<file path="config.mk">
export PLATFORM = sky130hd
export DESIGN_NAME = frame_xfer_ctrl
export DESIGN_NICKNAME = d
export VERILOG_FILES = /design/src/rtl/fxc_pkg.sv /design/src/rtl/fxc_fifo.sv /design/src/rtl/fxc_irq_sync.sv /design/src/rtl/fxc_dma_req.sv /design/src/rtl/frame_xfer_ctrl.sv
export SDC_FILE = /design/constraint.sdc
export NUM_CORES = 1
export LEC_CHECK = 0
export ABC_CLOCK_PERIOD_IN_PS = 3450
export BUFFER_PORTS_ARGS = -buffer_cell sky130_fd_sc_hd__buf_2
export CAP_MARGIN = 20
export CORE_ASPECT_RATIO = 0.75
export CORE_MARGIN = 4
export CORE_UTILIZATION = 40
export DETAILED_ROUTE_END_ITERATION = 10
export GPL_TIMING_DRIVEN = 0
export SLEW_MARGIN = 5
export SYNTH_ARGS = -nofsm -noshare
export SYNTH_HDL_FRONTEND = slang
export SYNTH_SLANG_ARGS = --single-unit
</file>
<file path="constraint.sdc">
create_clock -name clk -period 3.45 [get_ports clk]
set_input_delay 0.5175 -clock clk [delete_from_list [all_inputs] [get_ports clk]]
set_output_delay 0.5175 -clock clk [all_outputs]
set_load 0.02 [all_outputs]
</file>
<file path="src/rtl/fxc_pkg.sv">
package fxc_pkg;
    typedef enum logic [1:0] {
        ST_IDLE     = 2'd0,
        ST_CAPTURE  = 2'd1,
        ST_WAIT_IRQ = 2'd2,
        ST_READBACK = 2'd3
    } fxc_state_e;
endpackage

</file>
<file path="src/rtl/fxc_fifo.sv">
module fxc_fifo #(
    parameter int DATA_W = 16,
    parameter int DEPTH  = 16,
    localparam int AW    = $clog2(DEPTH),
    localparam int CW    = $clog2(DEPTH + 1)
) (
    input  logic              clk,
    input  logic              rst_n,
    input  logic              wr_en,
    input  logic [DATA_W-1:0] wr_data,
    input  logic              rd_en,
    output logic [DATA_W-1:0] rd_data,
    output logic [CW-1:0]     count,
    output logic [CW-1:0]     count_nxt,
    output logic              full,
    output logic              empty
);
    typedef struct packed {
        logic [AW-1:0] wr_ptr;
        logic [AW-1:0] rd_ptr;
        logic [CW-1:0] count;
    } fifo_regs_t;

    localparam logic [CW-1:0] FULL_LVL = CW'(DEPTH);

    fifo_regs_t r_q, r_d;
    logic [DATA_W-1:0] mem [DEPTH];
    logic do_wr, do_rd;

    always_comb begin
        r_d   = r_q;
        full  = (r_q.count == FULL_LVL);
        empty = (r_q.count == '0);
        do_wr = wr_en && !full;
        do_rd = rd_en && !empty;
        if (do_wr) r_d.wr_ptr = r_q.wr_ptr + 1'b1;
        if (do_rd) r_d.rd_ptr = r_q.rd_ptr + 1'b1;
        case ({do_wr, do_rd})
            2'b10:   r_d.count = r_q.count + 1'b1;
            2'b01:   r_d.count = r_q.count - 1'b1;
            default: r_d.count = r_q.count;
        endcase
    end

    always_ff @(posedge clk) begin
        if (!rst_n) r_q <= '0;
        else        r_q <= r_d;
    end

    always_ff @(posedge clk) begin
        if (do_wr) mem[r_q.wr_ptr] <= wr_data;
    end

    assign rd_data   = mem[r_q.rd_ptr];
    assign count     = r_q.count;
    assign count_nxt = r_d.count;


    count_step_chk: assert property (@(posedge clk) disable iff (!rst_n)
        (r_q.count == $past(r_q.count)) || (r_q.count == $past(r_q.count) + 1'b1) ||
        (r_q.count == $past(r_q.count) - 1'b1));


    full_drop_chk: assert property (@(posedge clk) disable iff (!rst_n)
        (full && wr_en && !rd_en) |=> (r_q.count == FULL_LVL));
endmodule

</file>
<file path="src/rtl/fxc_irq_sync.sv">
module fxc_irq_sync (
    input  logic clk,
    input  logic rst_n,
    input  logic irq_async,
    output logic irq_edge
);
    typedef struct packed {
        logic meta;
        logic sync;
        logic prev;
    } sync_regs_t;

    sync_regs_t s_q, s_d;

    always_comb begin
        s_d.meta = irq_async;
        s_d.sync = s_q.meta;
        s_d.prev = s_q.sync;
        irq_edge = s_q.sync && !s_q.prev;
    end

    always_ff @(posedge clk) begin
        if (!rst_n) s_q <= '0;
        else        s_q <= s_d;
    end


    single_edge_chk: assert property (@(posedge clk) disable iff (!rst_n)
        irq_edge |=> !irq_edge);
endmodule

</file>
<file path="src/rtl/fxc_dma_req.sv">
module fxc_dma_req #(
    parameter int CW   = 5,
    parameter int HALF = 8
) (
    input  logic          clk,
    input  logic          rst_n,
    input  logic          capturing,
    input  logic          arm,
    input  logic [CW-1:0] level,
    input  logic [CW-1:0] level_nxt,
    input  logic          ack,
    output logic          req
);
    typedef struct packed {
        logic req;
        logic armed;
    } req_regs_t;

    localparam logic [CW-1:0] HALF_LVL = CW'(HALF);

    req_regs_t r_q, r_d;
    logic below, raise;

    always_comb begin
        r_d   = r_q;
        below = (level < HALF_LVL);
        raise = capturing && !r_q.req && (r_q.armed || below) && (level_nxt >= HALF_LVL);
        if (ack && r_q.req) r_d.req = 1'b0;
        if (raise) begin
            r_d.req   = 1'b1;
            r_d.armed = 1'b0;
        end else if (arm || below) begin
            r_d.armed = 1'b1;
        end
    end

    always_ff @(posedge clk) begin
        if (!rst_n) r_q <= '0;
        else        r_q <= r_d;
    end

    assign req = r_q.req;


    req_hold_chk: assert property (@(posedge clk) disable iff (!rst_n)
        (r_q.req && !ack) |=> r_q.req);


    ack_clear_chk: assert property (@(posedge clk) disable iff (!rst_n)
        (r_q.req && ack) |=> !r_q.req);


    raise_level_chk: assert property (@(posedge clk) disable iff (!rst_n)
        $rose(r_q.req) |-> (level >= HALF_LVL));
endmodule

</file>
<file path="src/rtl/frame_xfer_ctrl.sv">
module frame_xfer_ctrl
    import fxc_pkg::*;
#(
    parameter int DATA_W      = 16,
    parameter int DEPTH       = 16,
    parameter int FRAME_WORDS = 32,
    parameter int CMP_WORDS   = 6
) (
    input  logic              clk,
    input  logic              rst_n,
    input  logic              start_cmd,
    input  logic              pix_valid,
    input  logic [DATA_W-1:0] pix_data,
    output logic              dma_req,
    input  logic              dma_ack,
    input  logic              dma_rd_en,
    output logic [DATA_W-1:0] dma_rd_data,
    input  logic              cmp_irq,
    input  logic              cmp_wr_en,
    input  logic [DATA_W-1:0] cmp_wr_data,
    input  logic              enc_valid,
    output logic              out_valid,
    output logic [DATA_W-1:0] out_data,
    output logic              end_notify
);
    localparam int CW   = $clog2(DEPTH + 1);
    localparam int HALF = DEPTH / 2;
    localparam int FW   = $clog2(FRAME_WORDS + 1);
    localparam int RW   = $clog2(CMP_WORDS + 1);
    localparam logic [FW-1:0] CAP_LAST = FW'(FRAME_WORDS - 1);
    localparam logic [RW-1:0] RB_LAST  = RW'(CMP_WORDS - 1);

    typedef struct packed {
        fxc_state_e        state;
        logic [FW-1:0]     cap_cnt;
        logic [RW-1:0]     rb_cnt;
        logic              out_valid;
        logic [DATA_W-1:0] out_data;
        logic              end_p;
    } ctrl_regs_t;

    ctrl_regs_t c_q, c_d;

    logic              f_wr, f_rd, f_full, f_empty;
    logic [DATA_W-1:0] f_wdata, f_rdata;
    logic [CW-1:0]     f_count, f_count_nxt;
    logic              irq_edge, arm;
    logic              pix_take, cmp_take, rb_pop, dma_pop;

    fxc_fifo #(.DATA_W(DATA_W), .DEPTH(DEPTH)) u_fifo (
        .clk       (clk),
        .rst_n     (rst_n),
        .wr_en     (f_wr),
        .wr_data   (f_wdata),
        .rd_en     (f_rd),
        .rd_data   (f_rdata),
        .count     (f_count),
        .count_nxt (f_count_nxt),
        .full      (f_full),
        .empty     (f_empty)
    );

    fxc_irq_sync u_irq (
        .clk       (clk),
        .rst_n     (rst_n),
        .irq_async (cmp_irq),
        .irq_edge  (irq_edge)
    );

    fxc_dma_req #(.CW(CW), .HALF(HALF)) u_req (
        .clk       (clk),
        .rst_n     (rst_n),
        .capturing (c_q.state == ST_CAPTURE),
        .arm       (arm),
        .level     (f_count),
        .level_nxt (f_count_nxt),
        .ack       (dma_ack),
        .req       (dma_req)
    );

    always_comb begin
        c_d           = c_q;
        c_d.out_valid = 1'b0;
        c_d.end_p     = 1'b0;
        arm           = 1'b0;

        pix_take = (c_q.state == ST_CAPTURE) && pix_valid && !f_full;
        cmp_take = ((c_q.state == ST_WAIT_IRQ) || (c_q.state == ST_READBACK)) &&
                   cmp_wr_en && !f_full;
        rb_pop   = (c_q.state == ST_READBACK) && !f_empty;
        dma_pop  = (c_q.state != ST_READBACK) && dma_rd_en;

        f_wr    = pix_take || cmp_take;
        f_wdata = pix_take ? pix_data : cmp_wr_data;
        f_rd    = rb_pop || dma_pop;

        case (c_q.state)
            ST_IDLE: begin
                if (start_cmd) begin
                    c_d.state   = ST_CAPTURE;
                    c_d.cap_cnt = '0;
                    arm         = 1'b1;
                end
            end
            ST_CAPTURE: begin
                if (pix_take) begin
                    c_d.cap_cnt = c_q.cap_cnt + 1'b1;
                    if (c_q.cap_cnt == CAP_LAST) c_d.state = ST_WAIT_IRQ;
                end
            end
            ST_WAIT_IRQ: begin
                if (irq_edge) begin
                    c_d.state  = ST_READBACK;
                    c_d.rb_cnt = '0;
                end
            end
            ST_READBACK: begin
                if (rb_pop) begin
                    c_d.out_valid = 1'b1;
                    c_d.out_data  = f_rdata;
                    c_d.rb_cnt    = c_q.rb_cnt + 1'b1;
                    if (c_q.rb_cnt == RB_LAST) begin
                        if (enc_valid) begin
                            c_d.state   = ST_CAPTURE;
                            c_d.cap_cnt = '0;
                            arm         = 1'b1;
                        end else begin
                            c_d.state = ST_IDLE;
                            c_d.end_p = 1'b1;
                        end
                    end
                end
            end
            default: c_d.state = ST_IDLE;
        endcase
    end

    always_ff @(posedge clk) begin
        if (!rst_n) begin
            c_q       <= '0;
            c_q.state <= ST_IDLE;
        end else begin
            c_q <= c_d;
        end
    end

    assign dma_rd_data = f_rdata;
    assign out_valid   = c_q.out_valid;
    assign out_data    = c_q.out_data;
    assign end_notify  = c_q.end_p;


    end_pulse_chk: assert property (@(posedge clk) disable iff (!rst_n)
        c_q.end_p |=> !c_q.end_p);


    out_in_readback_chk: assert property (@(posedge clk) disable iff (!rst_n)
        c_q.out_valid |-> ($past(c_q.state) == ST_READBACK));


    idle_no_req_chk: assert property (@(posedge clk) disable iff (!rst_n)
        ((c_q.state == ST_IDLE) && $past(c_q.state == ST_IDLE) && !$past(dma_req)) |-> !dma_req);


    end_to_idle_chk: assert property (@(posedge clk) disable iff (!rst_n)
        c_q.end_p |-> (c_q.state == ST_IDLE));
endmodule

</file>
# Word-level counts from Yosys, hierarchy flattened
# Memory sizes are Yosys's and may differ from the RTL's. A register that Yosys moved wholly into a read port is not among the register bits.
# Cells that the tools add are included.
totals:
  reg_bits: 47
  mem_bits_rw: 256
  memories: 1
op_classes:
  addsub: 6
  n_lt_le_gt_ge: 2
  eq_ne: 16
  muxes: 27
  bitwise_logic: 1
  reduce_logical: 34
mem_list:
  columns: ["memory", "words", "width", "rd", "rd_clocked_by_memory_dff", "wr", "line_no", "rtl"]
  rows:
  - ["u_fifo.mem", 16, 16, 1, 1, 1, "fxc_fifo.sv:27", "logic [DATA_W-1:0] mem [DEPTH];"]
ops:
  columns: ["operator", "count"]
  rows:
  - ["$mux 29", 1]
  - ["$mux 8", 3]
  - ["$pmux 6 s3", 1]
  - ["$mux 16", 1]
  - ["$ne 2x2->1 const B", 7]
  - ["$logic_and 1x1->1", 13]
  - ["$reduce_and 6->1", 2]
  - ["$mux 1", 11]
  - ["$pmux 5 s2", 1]
  - ["$add 4x1->4 const B", 2]
  - ["$mux 4", 2]
  - ["$pmux 2 s4", 1]
  - ["$add 6x1->6 const B", 1]
  - ["$eq 2x2->1 const B", 3]
  - ["$eq 6x5->1 const B", 1]
  - ["$mux 6", 1]
  - ["$pmux 3 s2", 1]
  - ["$add 5x1->5 const B", 1]
  - ["$eq 5x5->1 const B", 1]
  - ["$ge 5x4->1 const B", 1]
  - ["$logic_not 5->1", 1]
  - ["$logic_or 1x1->1", 5]
  - ["$lt 5x4->1 const B", 1]
  - ["$sub 5x1->5 const B", 1]
  - ["16 further kinds", 23]

# Logic depth before layout (Yosys ltp)
# Gate-level depths: netlist of run 1.
logic_depth:
  word_depth: 11
  depth_mapped: 16
  ltp_nobuf: 14

# Hierarchy
# Synthesis of run 1 repeated with hierarchy kept, for this count alone.
hier_totals:
  cells_unflattened: 747
  hier_area_um2: 12607.1
by_module_without_submodules:
  columns: ["mod", "n_inst", "cells_each", "area_per_inst_um2", "seq_area_each_um2"]
  rows:
  - ["fxc_fifo", 1, 526, 10702.8, 8027.7]
  - ["frame_xfer_ctrl", 1, 205, 1707.9, 580.6]
  - ["fxc_dma_req", 1, 9, 103.8, 40.0]
  - ["fxc_irq_sync", 1, 7, 92.6, 60.1]

# Least setup slack after synthesis of run 1
# OpenSTA, ideal clock, no wires.
synth_path:
  kind: "reg-to-reg"
  start: "register u_fifo.r_q (netlist bit u_fifo.count[1])"
  end: "register u_req.r_q (netlist bit u_req.req)"
  setup_time_ns: 0.120
  arrival_ns: 3.507
  required_time_ns: 3.330
  path_slack_ns: -0.176
  stages_incl_launch_ff: 16
  path_buffers: 3
  period_less_slack_ns: 3.626
  cell_sequence: "dfxtp_1 -> buf_6 -> or4_4 -> o211a_1 -> buf_6 -> or2_4 -> clkinv_4 -> ha_1 -> clkbuf_1 -> xor2_1 -> ha_1 -> a21boi_0 -> o32ai_1 -> nor4b_2 -> mux2i_1 -> o31a_1"
synth_via:
  elab_chain_cells: 10
  elab_cells_between_ends: 23
  classes_between: "2 x add/sub; 2 x order compare; 3 x eq/ne; 2 x mux; 14 x reduce/logical"
synth_lines:
  columns: ["element", "line_no", "rtl"]
  rows:
  - ["from (decl)", "fxc_fifo.sv:26", "fifo_regs_t r_q, r_d;"]
  - ["from (signal assigned)", "fxc_fifo.sv:47", "else r_q <= r_d;"]
  - ["$eq 5x5->1 / $logic_not 5->1 (equally long branches)", "fxc_fifo.sv:32, fxc_fifo.sv:33", null]
  - ["$logic_not 1->1, on equally long branches", null, null]
  - ["$logic_and 1x1->1, on equally long branches", "frame_xfer_ctrl.sv:87, frame_xfer_ctrl.sv:89, frame_xfer_ctrl.sv:90", null]
  - ["$logic_or 1x1->1, on equally long branches", "frame_xfer_ctrl.sv:93, frame_xfer_ctrl.sv:95", null]
  - ["$logic_and 1x1->1, on equally long branches", "fxc_fifo.sv:34, fxc_fifo.sv:35", null]
  - ["$eq 2x1->1 / $eq 2x2->1 (equally long branches)", "fxc_fifo.sv:38", "case ({do_wr, do_rd})"]
  - ["$pmux 5 s2", "fxc_fifo.sv:38", null]
  - ["$ge 5x4->1", "fxc_dma_req.sv:27", "raise = capturing && !r_q.req && (r_q.armed || below) && (level_nxt >= HALF_LVL);"]
  - ["$logic_and 1x1->1 *", "fxc_dma_req.sv:27", null]
  - ["$mux 1 / $reduce_bool 2->1 (equally long branches)", null, null]
  - ["to (signal assigned)", "fxc_dma_req.sv:39", "else r_q <= r_d;"]
  - ["to (decl)", "fxc_dma_req.sv:21", "req_regs_t r_q, r_d;"]
# Mark *: on every way between the ends. The rest lies on a longest branch, timed or not.
# A chain may end at the register's enable or synchronous reset.

# Worst setup path in the final report of run 1
# Same ends and word-level chain as after synthesis.

==> results of run 1 <==
==> stage by stage <==
| step | power [mW] | TNS, ps | util | instances | worst slack (ps) |
|---|---|---|---|---|---|
| after floorplan | 6.00 | 0 | - | 671 | 0.155 |
| after global placement | 6.56 | -73410 | 0.439 | 1145 | -978 |
| after detailed placement | 6.68 | -818 | 0.451 | 1165 | -381 |
| after CTS | 10.1 | 0 | 0.489 | 1224 | 0.921 |
| after global routing | 10.6 | 0 | 0.492 | 1228 | 5.56 |
| final | 10.1 | 0 | 0.492 | 1228 | 99.9 |
==> power by group <==
group	internal, mW	leakage [nW]	total [mW]	switching (mW)
clock	1.97	0.493	3.35	1.38
sequential	4.28	2.72	4.38	0.101
combinational	1.09	1.82	2.42	1.33
==> layer usage <==
| layer | vias up | track usage | share of wire |
|---|---|---|---|
| met5 | - | 0 | 0 |
| met4 | 0 | 0.0325 | 0.018 |
| met3 | 32 | 0.0273 | 0.059 |
| met2 | 196 | 0.289 | 0.52 |
| met1 | 3483 | 0.214 | 0.41 |
| li1 | 2964 | - | - |
==> logic make-up (layout without fill, tap and decap cells) <==
| kind of cell | after synthesis | after routing | share of synthesized area |
|---|---|---|---|
| buffers and inverters | 66 | 224 | 0.0274 |
| DFF | 307 | 307 | 0.699 |
| muxes | 100 | 100 | 0.162 |
| xor gates and xnor gates | 10 | 10 | 0.00703 |
| AOI/OAI and AO/OA | 68 | 68 | 0.0417 |
| and+or+nand+nor | 102 | 102 | 0.0447 |
| adders and majority gates | 18 | 18 | 0.0181 |
==> layout make-up <==
class | instances | area [sq um]
Buffer | 45 | 295
Clock buffer | 37 | 838
Clock inverter | 19 | 213
Fill cell | 2480 | 15500
Inverter | 14 | 57.6
Multi-Input combinational cell | 298 | 3560
Sequential cell | 307 | 8710
Tap cell | 399 | 499
Timing Repair Buffer | 109 | 788
==> cells in the final DEF, fill, tap and decap left out, types with 12 or more instances in the layout <==
master / netlist / routed
a22o_1: 16 / 16
buf_2: 11 / 82
buf_4: 16 / 31
clkbuf_1: 16 / 12
clkbuf_16: 0 / 31
dfxtp_1: 51 / 48
edfxtp_1: 256 / 256
ha_1: 18 / 14
inv_1: 13 / 13
mux2_2: 16 / 16
mux4_2: 80 / 80
nand2_1: 21 / 21
nor2_2: 0 / 12
==> timing repair <==
| item | in CTS | in global routing |
|---|---|---|
| resized for setup | 21 | 17 |
| pin swaps | 6 | 9 |
| buffers inserted | 7 | 7 |
| endpoints found under the setup margin | 19 | 19 |
| hold buffers | 0 | 0 |
| hold endpoints to repair | 0 | 0 |
==> final timing paths <==
check,startpoint,slack (ps),endpoint,depth (start not counted)
min,cmp_irq,180,u_irq.s_d[1],2
max,u_fifo.count[1],100,u_req.req,12
min reg2reg,u_irq.s_d[1],440,u_irq.s_d[0],1
max reg2reg,u_fifo.count[1],100,u_req.req,12
==> state kept, by name (all words and copies together), names as in the netlist, 2 cells and up, named ones only <==
signal and flops:
u_fifo.mem 256, u_fifo.r_q 8, u_irq.s_d 2, out_data 16, u_fifo.count 5, c_q 11
==> worst max-delay path: cells and delay by family (launching register included) <==
| family | cells | cell delay (ps) |
|---|---|---|
| flip-flops | 1 | 320 |
| adder cells (fa/ha/maj) | 2 | 410 |
| AND/OR/NAND/NOR | 4 | 1270 |
| buffers and inverters | 2 | 190 |
| AO/OA/AOI/OAI | 4 | 1060 |
==> flow_summary.toml, run 1 <==
[final_layout]
fin_area_sq_um = 15000
diodes = 0
drive_gt1_frac = 0.402
final_nets = 864
syn_to_final_growth_pct = 20.1

[route]
vias = 6675
viasPerCell = 5.44
routedWlPerCell_um = 23.0
dr.pass1.iters = 5
postRouteAntennaNets = 0
wl_mm = 28.3
drtIter0Drc = 618
drc = 0

[sta]
worstMarginPinSlew_ps = 914
min_period_over_period = 0.971
fin_worst_skew_ps = 15.6
fin_hold_ws_ps = 175
setup_viol = 0
slew_viol_final = 0
slew_headroom = 0.391
fin_crit_ps = 3350
hold_viol_final = 0
max_freq_mhz = 298
rsz0062_at_grt = "false"

[job]
drv_cap = 0

[setup_path]
cp_cell_sequence = "buf_6, or4_4, o211a_1, or2_4, clkinv_4, ha_4, ha_1, or2_2, a2111o_1, o221ai_1, nor3_1, o31a_1"
worst_path_largest_cell_delay_ps = 550
critPathKind = "flip-flop to flip-flop"
crit_path_start_kind = "flip-flop"
crit_path_end_kind = "flip-flop"
worstPathRequired_ps = 3890
crit_fanout = 5
slowest_stage = "or4_4"
crit_arrival_ps = 3790

[global_routing]
track_usage = 0.163
antenna_found_initial = 0
gr-total-overflow = 0
grt_first_pass_wirelength_mm = 42.2
grt_pass1_vias = 6926
grt_start_max_net_pins = 17

[die]
core_sq_um = 30400
start_util = 0.410
die_h_um = 161
pin_count = 76
die_area_sq_um = 34100
die_w_um = 212
num_rows = 55

[clock_network]
numCtsBuffers = 30
clk_latency_ps = 550
cts_tree = "done"
cts_buffer_depth = 3
cts.sinks = 307
htreeDepth = 1
root_buffer = "clkbuf_16"
path_clk_slew_ps = 70

[power]
ir_drop_mv = 0.338
power_density_nw_per_um2 = 678
p_leak_nw = 5.03

[synth]
ys_top_cells_by_count = "edfxtp_1 (256), mux4_2 (80), dfxtp_1 (51), nand2_1 (21), nor2_1 (20)"
synth-seq-cells = 307
yosysWarnings = 0
yosysTopAreaCell = "edfxtp_1"
synth_flop_cell = "edfxtp_1"
netlist_instances = 671
yosysSeqAreaShare = 0.699
synth_top_area_share = 0.617
syn_nets = 730
synthArstFlopShare = 0
synth_cell_type_count = 61
synth.avg_cell_area_sq_um = 18.6
synth-edff-count = 256
syn_area_sq_um = 12500
ys_top_cells_by_area = "edfxtp_1 (62%), mux4_2 (14%), dfxtp_1 (8.2%)"
yosysMostFrequentCell = "edfxtp_1"

[status]
status = "complete, no violations"

[min_path]
hp-class = "input pin to flip-flop"

[place]
io_buffers = 75
gp_congestion = 0.787
placed_area_sq_um = 13700
post-dp-hpwl_mm = 19.3
Note: power is estimated with default switching activity, not from simulation.
==> inputs of run 2 (changes only) <==
--- a/config.mk
+++ b/config.mk
@@ -5,14 +5,13 @@
 export SDC_FILE = /design/constraint.sdc
 export NUM_CORES = 1
 export LEC_CHECK = 0
-export ABC_CLOCK_PERIOD_IN_PS = 3450
+export ABC_CLOCK_PERIOD_IN_PS = 3800
 export BUFFER_PORTS_ARGS = -buffer_cell sky130_fd_sc_hd__buf_2
 export CAP_MARGIN = 20
 export CORE_ASPECT_RATIO = 0.75
 export CORE_MARGIN = 4
 export CORE_UTILIZATION = 40
 export DETAILED_ROUTE_END_ITERATION = 10
-export GPL_TIMING_DRIVEN = 0
 export SLEW_MARGIN = 5
 export SYNTH_ARGS = -nofsm -noshare
 export SYNTH_HDL_FRONTEND = slang
==> constraint.sdc (replaced) <==
create_clock -name clk -period 3.8 [get_ports clk]
set_input_delay 0.57 -clock clk [delete_from_list [all_inputs] [get_ports clk]]
set_output_delay 0.57 -clock clk [all_outputs]
set_load 0.02 [all_outputs]
==> flow_summary.toml, run 2 (synthesis results as in run 1) <==
[sta]
fin_worst_skew_ps = 10.3
hold_viol_final = 0
tns_ps = 0
setup_viol = 0
min_period_over_period = 0.914
worstMarginPinSlew_ps = 1020
rsz0062_at_grt = "false"
slew_viol_final = 0
fin_crit_ps = 3470
slew_headroom = 0.319
max_freq_mhz = 288

[clock_network]
postCtsSetupRepairBufs = 0
cts.sinks = 307
cts_buffer_depth = 3
clk_latency_ps = 550
htreeDepth = 1
root_buffer = "clkbuf_16"
numCtsBuffers = 30
cts_tree = "done"
path_clk_slew_ps = 70
postCtsHoldBufs = 0

[die]
core_sq_um = 30400
start_util = 0.410
die_area_sq_um = 34100
die_h_um = 161
die_w_um = 212
pin_count = 76
num_rows = 55

[final_layout]
syn_to_final_growth_pct = 15.7
fill_cells = 2526
diodes = 0
fin_util = 0.474
fin_area_sq_um = 14400
drive_gt1_frac = 0.345
final_cell_mix = "edfxtp_1 (256), mux4_2 (80), buf_2 (75)"
largest_reg_flops = 256
final_nets = 812
final_common_cell = "edfxtp_1"
regMostFlops = "u_fifo.mem"
fin_cells = 1176

[global_routing]
grt_start_max_net_pins = 49
track_usage = 0.160
antenna_found_initial = 0
grt_pass1_vias = 6691
grt_first_pass_wirelength_mm = 41.4
gr-total-overflow = 0

[setup_path]
worstPathRequired_ps = 4240
critPathKind = "flip-flop to flip-flop"
reg2reg_slack_ps = 330
crit_fanout = 13
crit_path_end_kind = "flip-flop"
crit_arrival_ps = 3910
crit_path_start_kind = "flip-flop"

[route]
vias = 6389
wl_mm = 27.3
postRouteAntennaNets = 0
viasPerCell = 5.43
drc = 0
drtIter0Drc = 490
routedWlPerCell_um = 23.2
dr.pass1.iters = 4

[place]
placed_area_sq_um = 13300
dp.cells = 1120
post-dp-hpwl_mm = 16.7
gp_congestion = 0.775
io_buffers = 75

[power]
finalPower_mw = 9.08
p_leak_nw = 4.80
power_density_nw_per_um2 = 630
ir_drop_mv = 0.313

[min_path]
hp-class = "input pin to flip-flop"

[job]
drv_cap = 0

[status]
status = "complete, no violations"
[run 2: changes by cell type in the layout (fill, tap and decap cells not counted), sizes merged]
cell,change
buf,-34
clkbuf,-10
clkinv,-5
clkinvlp,-4
bufinv,+2
clkdlybuf4s15,-2
inv,+1
[run 2: per-stage QoR]
step	setup WS, ps	hold slack, ps
floorplan	174	412
global placement	266	419
detailed placement	120	430
CTS	101	219
global route	83.4	252
finish	327	244
[run 2: power by group]
group          leakage (nW)  switching [mW]  internal, mW  total (mW)
Sequential             2.72           0.137          3.89        4.02
Combinational          1.55            1.03         0.843        1.87
Clock                 0.524            1.24          1.95        3.19
Total                  4.80            2.40          6.68        9.08
[run 2: layout make-up]
type,instances,area [sq um],area share
clock inverter,13,201,0.0140
tap,399,499,0.0346
multi-input combinational,298,3460,0.240
inverter,14,57.6,0.00399
sequential,307,8710,0.605
clock buffer,43,881,0.0611
timing repair buffer,102,603,0.0418
[run 2: path summary, 6_finish.rpt]
check             startpoint           end  cells past startpoint
max          u_fifo.count[1]     u_req.req                     12
min                  cmp_irq  u_irq.s_d[1]                      2
max reg2reg  u_fifo.count[1]     u_req.req                     12
min reg2reg     u_irq.s_d[1]  u_irq.s_d[0]                      1
[run 2: per-layer routing]
metal	vias up	share of wire	GRT usage
met1	3326	0.45	0.231
met3	35	0.050	0.0223
met4	0	0.017	0.0334
li1	2852	-	-
met5	-	0	0
met2	176	0.48	0.261
[run 2: repair_timing]
| item | 4_1_cts | 5_1_grt |
|---|---|---|
| hold endpoints to repair | 0 | 0 |
| endpoints found under the setup margin | 0 | 2 |
| resized for setup | 0 | 3 |
[run 2: critical path, stage by stage, from the launching register on]
cell and delay, ps:
dfxtp_1 390, or4_4 570, o211a_1 250, or2_4 280
clkinv_4 80, ha_4 200, xor2_1 170, ha_1 230
a21boi_0 220, o32ai_1 140, nor4b_2 360, mux2i_1 160
o31a_1 310
==> inputs of run 3 (changes only) <==
--- a/config.mk
+++ b/config.mk
@@ -12,6 +12,7 @@
 export CORE_MARGIN = 4
 export CORE_UTILIZATION = 40
 export DETAILED_ROUTE_END_ITERATION = 10
+export RECOVER_POWER = 50
 export SLEW_MARGIN = 5
 export SYNTH_ARGS = -nofsm -noshare
 export SYNTH_HDL_FRONTEND = slang
==> flow_summary.toml, run 3 (synthesis results as in run 1) <==
[status]
status = "complete, no violations"

[die]
die_area_sq_um = 34100
pin_count = 76
core_sq_um = 30400
die_h_um = 161
die_w_um = 212
start_util = 0.410
num_rows = 55

[setup_path]
crit_fanout = 13
crit_arrival_ps = 3970
cp_cell_sequence = "or4_4, o211a_1, or2_4, clkinv_4, ha_4, xor2_1, ha_1, a21boi_0, o32ai_1, nor4b_2, mux2i_1, o31a_1"
path_delay_family = "simple AND/OR/NAND/NOR gates"
crit_path_end_kind = "flip-flop"
crit_path_start_kind = "flip-flop"
cp_num_buf_inv = 1
crit_cells = 12
slowest_stage = "or4_4"
r2r_cells = 12
reg2reg_slack_ps = 270
r2r-start = "u_fifo.count[1]"
critPathKind = "flip-flop to flip-flop"
worst_path_largest_cell_delay_ps = 570
critPathCapture = "u_req.req"
worstPathRequired_ps = 4240
r2r_end = "u_req.req"
crit_start = "u_fifo.count[1]"

[global_routing]
grt.busiest_layer = "met2"
track_usage = 0.160
grt_util_met3 = 0.0223
grt_first_pass_wirelength_mm = 41.4
antenna_found_initial = 0
grt_pass1_vias = 6691
gr-total-overflow = 0
grtUsageMet1 = 0.231
grt_util_met2 = 0.261
grt_start_max_net_pins = 49

[clock_network]
clk_latency_ps = 550
path_clk_slew_ps = 70
cts_buffer_depth = 3
cts_tree = "done"
root_buffer = "clkbuf_16"
cts.sinks = 307
htreeDepth = 1
numCtsBuffers = 30

[route]
routedWlPerCell_um = 23.3
drc = 0
drtIter0Drc = 553
postRouteAntennaNets = 0
viasPerCell = 5.49
wl_mm = 27.4
vias = 6461
dr.pass1.iters = 5

[sta]
fin_ws_ps = 275
setup_viol = 0
min_period_over_period = 0.928
max_freq_mhz = 284
fin_worst_skew_ps = 9.26
slew_viol_final = 0
worstMarginPinSlew_ps = 1430
slew_headroom = 0.0438
fin_crit_ps = 3530
rsz0062_at_grt = "false"
tns_ps = 0
hold_viol_final = 0

[place]
io_buffers = 75
gp_congestion = 0.775
post-dp-hpwl_mm = 16.7
pre_cts_ws_ps = 120

[min_path]
hp-class = "input pin to flip-flop"
holdPathStages = 2

[final_layout]
drive_gt1_frac = 0.296
diodes = 0
final_nets = 812
syn_to_final_growth_pct = 15.4
final_cell_mix = "edfxtp_1 (256), mux4_2 (80), buf_2 (55)"
regMostFlops = "u_fifo.mem"
fill_cells = 2542
final_common_cell = "edfxtp_1"
largest_reg_flops = 256

[job]
drv_cap = 0

[power]
ir_drop_mv = 0.313
p_leak_nw = 4.70
power_density_nw_per_um2 = 632
run 3: routing by layer:
layer	up-vias	wire length, um
met5	-	0
met2	170	13200
met3	40	1330
met1	3396	12300
li1	2855	-
met4	0	499
run 3: how the worst min path moves through the flow:
stage | from | endpoint | slack [ps]
after floorplan | u_irq.s_d[1] | u_irq.s_d[0] | 410
after global placement | u_irq.s_d[1] | u_irq.s_d[0] | 420
after detailed placement | u_irq.s_d[1] | u_irq.s_d[0] | 430
after CTS | cmp_irq | u_irq.s_d[1] | 220
after global routing | cmp_irq | u_irq.s_d[1] | 270
final | cmp_irq | u_irq.s_d[1] | 240
run 3: timing repair:
action / 4_1_cts / 5_1_grt
hold buffers: 0 / 0
hold endpoints to repair: 0 / 0
resized for setup: 0 / 3
buffers inserted: 0 / 0
setup endpoints to repair: 0 / 2
run 3: worst register-to-register path, stage by stage, from the launching register on:
cell and delay (ps):
dfxtp_1 390, or4_4 580, o211a_1 250, or2_4 280, clkinv_4 80, ha_4 200
xor2_1 180, ha_1 230, a21boi_0 250, o32ai_1 160, nor4b_2 360, mux2i_1 160
o31a_1 310
run 3: power by group:
part / internal (mW) / switching, mW
clock: 1.95 / 1.24
combinational: 0.829 / 1.04
sequential: 3.89 / 0.138
total: 6.67 / 2.41
run 3: final cells by class:
class,count,area [sq um],area share
well taps,399,499,0.0347
repair buffers,102,574,0.0399
multi-input cells,298,3450,0.240
flip-flops and latches,307,8710,0.606
clock inverters,13,201,0.0140
inverters,14,57.6,0.00400
clock buffers,43,881,0.0613
run 3: per-stage QoR:
step                      cell area, sq um  cells  hold WS, ps  power (mW)   util
after floorplan                      12500    671          412        5.44      -
after global placement               13300   1120          419        5.91  0.438
after detailed placement             13300   1120          430        5.98  0.438
after CTS                            14400   1176          219        9.16  0.473
after global routing                 14400   1176          266        9.47  0.473
final                                14400   1176          243        9.08  0.473
